File: src/rtl/sm_pkg.sv
package sm_pkg;
  typedef enum logic {
    OP_ADD = 1'b0,
    OP_SUB = 1'b1
  } sm_op_e;
endpackage

File: src/rtl/sm_sign_route.sv
// Splits both operands and resolves the effective sign of op_n.
module sm_sign_route
  import sm_pkg::*;
#(
  parameter int W = 8,
  localparam int MW = W - 1
) (
  input  logic [W-1:0]  op_m,
  input  logic [W-1:0]  op_n,
  input  sm_op_e        op,
  output logic          m_sign,
  output logic          n_sign_eff,
  output logic [MW-1:0] m_mag,
  output logic [MW-1:0] n_mag,
  output logic          same_sign
);
  always_comb begin
    m_sign     = op_m[W-1];
    n_sign_eff = op_n[W-1] ^ (op == OP_SUB);
    m_mag      = op_m[MW-1:0];
    n_mag      = op_n[MW-1:0];
    same_sign  = (m_sign == n_sign_eff);
  end
endmodule

File: src/rtl/sm_mag_unit.sv
// Ripple adder on magnitudes; subtracts by inverting b and carrying in 1.
module sm_mag_unit #(
  parameter int MW = 7
) (
  input  logic [MW-1:0] a,
  input  logic [MW-1:0] b,
  input  logic          do_add,
  output logic [MW-1:0] raw,
  output logic          cout
);
  logic [MW:0]   c;
  logic [MW-1:0] bx;

  assign c[0] = ~do_add;

  for (genvar i = 0; i < MW; i++) begin : g_bit
    assign bx[i]    = do_add ? b[i] : ~b[i];
    assign raw[i]   = a[i] ^ bx[i] ^ c[i];
    assign c[i+1]   = (a[i] & bx[i]) | (c[i] & (a[i] ^ bx[i]));
  end

  assign cout = c[MW];
endmodule

File: src/rtl/sm_fixup.sv
// Applies borrow correction, chooses the sign and suppresses negative zero.
module sm_fixup #(
  parameter int MW = 7
) (
  input  logic [MW-1:0] raw,
  input  logic          cout,
  input  logic          same_sign,
  input  logic          m_sign,
  input  logic          n_sign_eff,
  output logic [MW-1:0] mag,
  output logic          sign,
  output logic          ovf
);
  localparam logic [MW-1:0] ONE = {{(MW-1){1'b0}}, 1'b1};

  logic borrow;

  always_comb begin
    borrow = ~same_sign & ~cout;
    mag    = borrow ? (~raw + ONE) : raw;
    if (mag == '0)
      sign = 1'b0;
    else
      sign = borrow ? n_sign_eff : m_sign;
    ovf    = same_sign & cout;
  end
endmodule

File: src/rtl/sm_addsub.sv
module sm_addsub
  import sm_pkg::*;
#(
  parameter int W = 8
) (
  input  logic [W-1:0] op_m,
  input  logic [W-1:0] op_n,
  input  logic         sub_sel,
  output logic [W-1:0] res,
  output logic         ovf
);
  localparam int MW = W - 1;

  logic          m_sign, n_sign_eff, same_sign;
  logic [MW-1:0] m_mag, n_mag, raw, mag;
  logic          cout, sign;

  sm_sign_route #(.W(W)) u_route (
    .op_m      (op_m),
    .op_n      (op_n),
    .op        (sm_op_e'(sub_sel)),
    .m_sign    (m_sign),
    .n_sign_eff(n_sign_eff),
    .m_mag     (m_mag),
    .n_mag     (n_mag),
    .same_sign (same_sign)
  );

  sm_mag_unit #(.MW(MW)) u_mag (
    .a     (m_mag),
    .b     (n_mag),
    .do_add(same_sign),
    .raw   (raw),
    .cout  (cout)
  );

  sm_fixup #(.MW(MW)) u_fix (
    .raw       (raw),
    .cout      (cout),
    .same_sign (same_sign),
    .m_sign    (m_sign),
    .n_sign_eff(n_sign_eff),
    .mag       (mag),
    .sign      (sign),
    .ovf       (ovf)
  );

  assign res = {sign, mag};
endmodule

File: config.mk
export PLATFORM = sky130hd
export DESIGN_NAME = sm_addsub
export DESIGN_NICKNAME = d
export VERILOG_FILES = /design/src/rtl/sm_pkg.sv /design/src/rtl/sm_sign_route.sv /design/src/rtl/sm_mag_unit.sv /design/src/rtl/sm_fixup.sv /design/src/rtl/sm_addsub.sv
export SDC_FILE = /design/constraint.sdc
export NUM_CORES = 1
export LEC_CHECK = 0
export BUFFER_PORTS_ARGS = -buffer_cell sky130_fd_sc_hd__buf_4
export CAP_MARGIN = 10
export CORE_AREA = 2 2 39 41
export DETAILED_ROUTE_END_ITERATION = 8
export DIE_AREA = 0 0 41 43
export PLACE_DENSITY = 0.7
export REMOVE_ABC_BUFFERS = 1
export SYNTH_ARGS = -nofsm -noshare
export SYNTH_HDL_FRONTEND = slang
export SYNTH_SLANG_ARGS = --single-unit
File: constraint.sdc
create_clock -name vclk -period 9.71
set_input_delay 1.942 -clock vclk [all_inputs]
set_output_delay 1.942 -clock vclk [all_outputs]
set_load 0.01 [all_outputs]
Yosys cells after proc, flatten, opt, wreduce, memory -nomap -nowiden
Index checks and enable logic that the tools add are counted.
Word-level totals
  flip-flop bits (word level): 0
  input bits: 17
  output and inout port bits: 9
  word-level logic and storage cells: 61
Cells by class
  $add $sub $neg: 1
  eq/ne operators: 1
  muxes and demuxes: 10
  bitwise operators: 48
  reduce and logical (&&, ||, !) cells: 1
Operators by type and width (count)
  1-bit bitwise AND: 16
  1-bit bitwise XOR: 15
  1-bit two-way mux: 9
  1-bit NOT: 9
  7-bit by 1-bit adder with 7-bit output (second input constant): 1
  7-bit logical NOT: 1
  7-bit two-way mux: 1
  7-bit NOT: 1
  1-bit bitwise OR: 7
  1-bit equality test: 1

Longest topological paths before layout
  word-level depth: 23
  mapped depth: 18
  mapped depth without buffers: 15

Modules after synthesis
A second synthesis with hierarchy kept.
Unflattened totals
  cell total of the unflattened synthesis: 73
  area, all modules: 586.8 µm²
By module, submodules not included
  sm_mag_unit: times used 1, cells an instance 27, area an instance 246.5 µm²
  sm_fixup: times used 1, cells an instance 28, area an instance 188.9 µm²
  sm_sign_route: times used 1, cells an instance 17, area an instance 143.9 µm²
  sm_addsub: times used 1, cells an instance 1, area an instance 7.5 µm²

Worst setup path after synthesis
OpenSTA, ideal clock, no wires.
  kind: input-to-output
  from: input port op_m[7]
  to: output port res[7]
  arrival time: 5813 ps
  data required time: 7768 ps
  path slack: 1955 ps
  stages: 18
  buffers on the path: 3
  path through: xor3_2 > buf_6 > mux2_2 > fa_1 > fa_1 > inv_1 > fa_1 > inv_1 > fa_1 > fa_1 > inv_1 > fa_1 > clkdlybuf4s18_2 > o311ai_1 > xnor2_1 > nor3_1 > a31oi_1 > buf_4
Between the ends
  cells in the longest elaborated chain, start to end: 22
  elaborated cells on any way between the ends: 52
  those cells by class: add/sub: 1; eq/ne: 1; mux: 10; bitwise: 39; reduce/logical: 1
Ends and longest elaborated chain
  start, declared: line sm_addsub.sv:6  | input logic [W-1:0] op_m,
  1-bit equality test (*): line sm_sign_route.sv:22  | same_sign = (m_sign == n_sign_eff);
  branches (longest 18 deep; another with 1-bit two-way mux)
  7-bit two-way mux (*): line sm_fixup.sv:20  | mag = borrow ? (~raw + ONE) : raw;
  via res[5]: line sm_addsub.sv:9  | output logic [W-1:0] res,
  7-bit logical NOT (*): line sm_fixup.sv:21  | if (mag == '0)
  1-bit two-way mux (*): line sm_fixup.sv:21
  end, declared: line sm_addsub.sv:9
Mark *: on every way through the listed nets, which the timed path passes.

Worst setup path in the final report
  from: input port op_m[7]
  to: output port res[7]
Between the ends
  cells in the longest elaborated chain, start to end: 22
  elaborated cells on any way between the ends: 52
  those cells by class: add/sub: 1; eq/ne: 1; mux: 10; bitwise: 39; reduce/logical: 1
Ends and longest elaborated chain (line)
  branches (longest 21 deep; another with 1-bit equality test)
  1-bit two-way mux (*): sm_fixup.sv:21
Mark *: on every way between the ends.

==> results by group <==
STA
  – Fmax: 0.127 GHz
  – RSZ-0062 raised after global routing: no
  – Final worst setup slack: 1.83 ns
  – Least-Margin Pin Slew: 0.485 ns
  – Worst rel slew slack: 67.6%
  – Final Hold Fails: 0
  – Max Slew Vio Count: 0
  – Setup Viol. Count Final: 0
  – Min Tclk post-route: 7.88 ns
  – Setup_tns: 0 ns
  – Tcrit/Tclk final: 81.2%

Route
  – DR WL/cell: 9.65 um
  – Vias per inst: 4.75
  – Drt first pass iters: 2
  – First DRT Iteration DRCs: 6
  – DRC violations left: 0
  – Post-DRT Antenna Nets: 0
  – Routed wire length: 975 um
  – Via count: 480

Pwr
  – Post-route total power: 0.000133 W
  – Pleak: 0.339 nW
  – Peak VDD IR: 0.0000734 V
  – PwrDens: 190 nW/um^2

Finish
  – FF/Latch Area: 0 sq um
  – Layout net count: 111
  – Commonest non-fill, non-tap cell in the layout: buf_4
  – Clock buffer count: 0
  – Most frequent cells in the layout: 26 x buf_4, 9 x inv_1, 7 x xor2_1
  – Fin util: 50.6%
  – Area Growth Syn to Fin: 36.3%
  – Num sequential: 0
  – Share of layout cells above drive strength 1: 36.5%
  – Final std cells w/o fill: 101
  – ANT cells: 0

Min path
  – Hold Crit Class: in2out

Floorplan
  – Row cnt: 14
  – IO Pins: 26
  – Die height: 43 um
  – CORE AREA: 1380 sq um
  – Die area: 1760 sq um
  – Initial Util: 37.2%
  – DIE WIDTH: 41 um

Critical path
  – Crit path cell chain: buf_4 -> xor3_2 -> mux2_2 -> fa_1 -> fa_1 -> inv_1 -> fa_1 -> inv_1 -> fa_1 -> fa_1 -> inv_1 -> fa_1 -> o311ai_1 -> xnor2_1 -> nor3_1 -> a31oi_1 -> buf_4
  – Crit end category: primary output
  – CP Max Fanout: 14
  – Worst EP required: 7.77 ns
  – Critical path data arrival time: 5.94 ns
  – CP max stage cell: xor3_2
  – Worst path max stage delay: 0.58 ns
  – Kind of critical path: in2out
  – Most used cell, CP: fa_1
  – CP startpoint kind: primary input

Placed design
  – Hpwl dp: 856 um
  – Inst Count DP: 101
  – RD Place Congestion: 0.719
  – Setup WS pre-CTS: 1.78 ns
  – Buffers on Ports: 26

Logic synthesis
  – Synth Area in Compound Gates: 14.4%
  – Synth Area in XOR/XNOR: 27.0%
  – Largest family of logic cells by synthesized area: XOR/XNOR gates
  – Simple-gate portion of the synthesized area: 18.5%
  – Mux cell area share after synthesis: 2.19%
  – Mapped Area: 514 sq um
  – Gate Count Post-Synth: 62
  – Synth Warn #: 0
  – Adder-cell share of the synthesized area: 25.8%
  – Syn avg cell area: 8.29 sq um
  – Seq/Total Area, Yosys: 0%
  – Cell taking the most area after synthesis: fa_1
  – Synth top area share: 23.4%
  – Synth area leaders: fa_1 23%, xor2_1 12%, xnor2_1 10%
  – Cell variety after synth: 28

Clock network
  – Post-CTS Setup Inserts: 0
  – Cts repair resizes: 0
  – Hold Buf Count CTS: 0

Global routing
  – Largest net degree at the start of global routing: 15
  – Tot GR Track Use: 12.6%
  – First-pass GRT wire length: 1.66 mm
  – Grt total ovfl: 0
  – Initial antenna violation count: 0
  – Vias in the first global route: 424

Run status
  – Status: finished, final reports clean

Run
  – Max_cap viols: 0
worst paths after layout:
| path | startpoint | endpoint | slack [ns] | cells past startpoint |
|---|---|---|---|---|
| worst min-delay path | op_m[0] | res[0] | 4.29 | 3 |
| worst max-delay path | op_m[7] | res[7] | 1.83 | 17 |
Yosys cell counts, drive strengths merged (2+ instances only):
cell,instances
or2,2
xor2,7
o311ai,2
nand2,4
xnor2,6
fa,6
inv,9
nor2,5
o21ai,2
buf,2
nor3,2
layout make-up:
class	instances	area, sq um
Timing Repair Buffer	26	195
Fill cell	139	683
Inverter	9	33.8
Tap cell	16	20.0
Multi-Input combinational cell	50	452
critical path, delay by kind of cell:
family | cells | cell delay (ns)
adders and majority gates | 6 | 1.99
xor gates and xnor gates | 2 | 0.80
buffers and inverters | 5 | 0.42
AOI/OAI and AO/OA | 2 | 0.37
muxes | 1 | 0.33
and+or+nand+nor | 1 | 0.08
report_power, final:
part	switching, W	internal, W	leakage, nW
logic	0.0000657	0.0000677	0.339
clock network	0	0	0
registers	0	0	0
total	0.0000657	0.0000677	0.339
stage by stage:
stage | area [sq um] | hold slack, ns
final | 701 | 4.29
after global routing | 701 | 4.31
after CTS | 701 | 4.28
after detailed placement | 701 | 4.28
after global placement | 701 | 4.28
after floorplan | 485 | 4.01
routing by layer:
metal	track usage [%]	part of all wire, %
met5	0	0
met2	22.8	54
met3	0	3.5
met1	17.1	42
met4	0	0
logic make-up (layout without fill, tap and decap cells):
logic type / after synthesis / after routing
simple gates: 18 / 18
xor+xnor: 14 / 14
buf+inv: 12 / 35
compound gates: 10 / 10
fa+ha+maj: 7 / 7
mux: 1 / 1
Power figures use the tool's default switching activity.
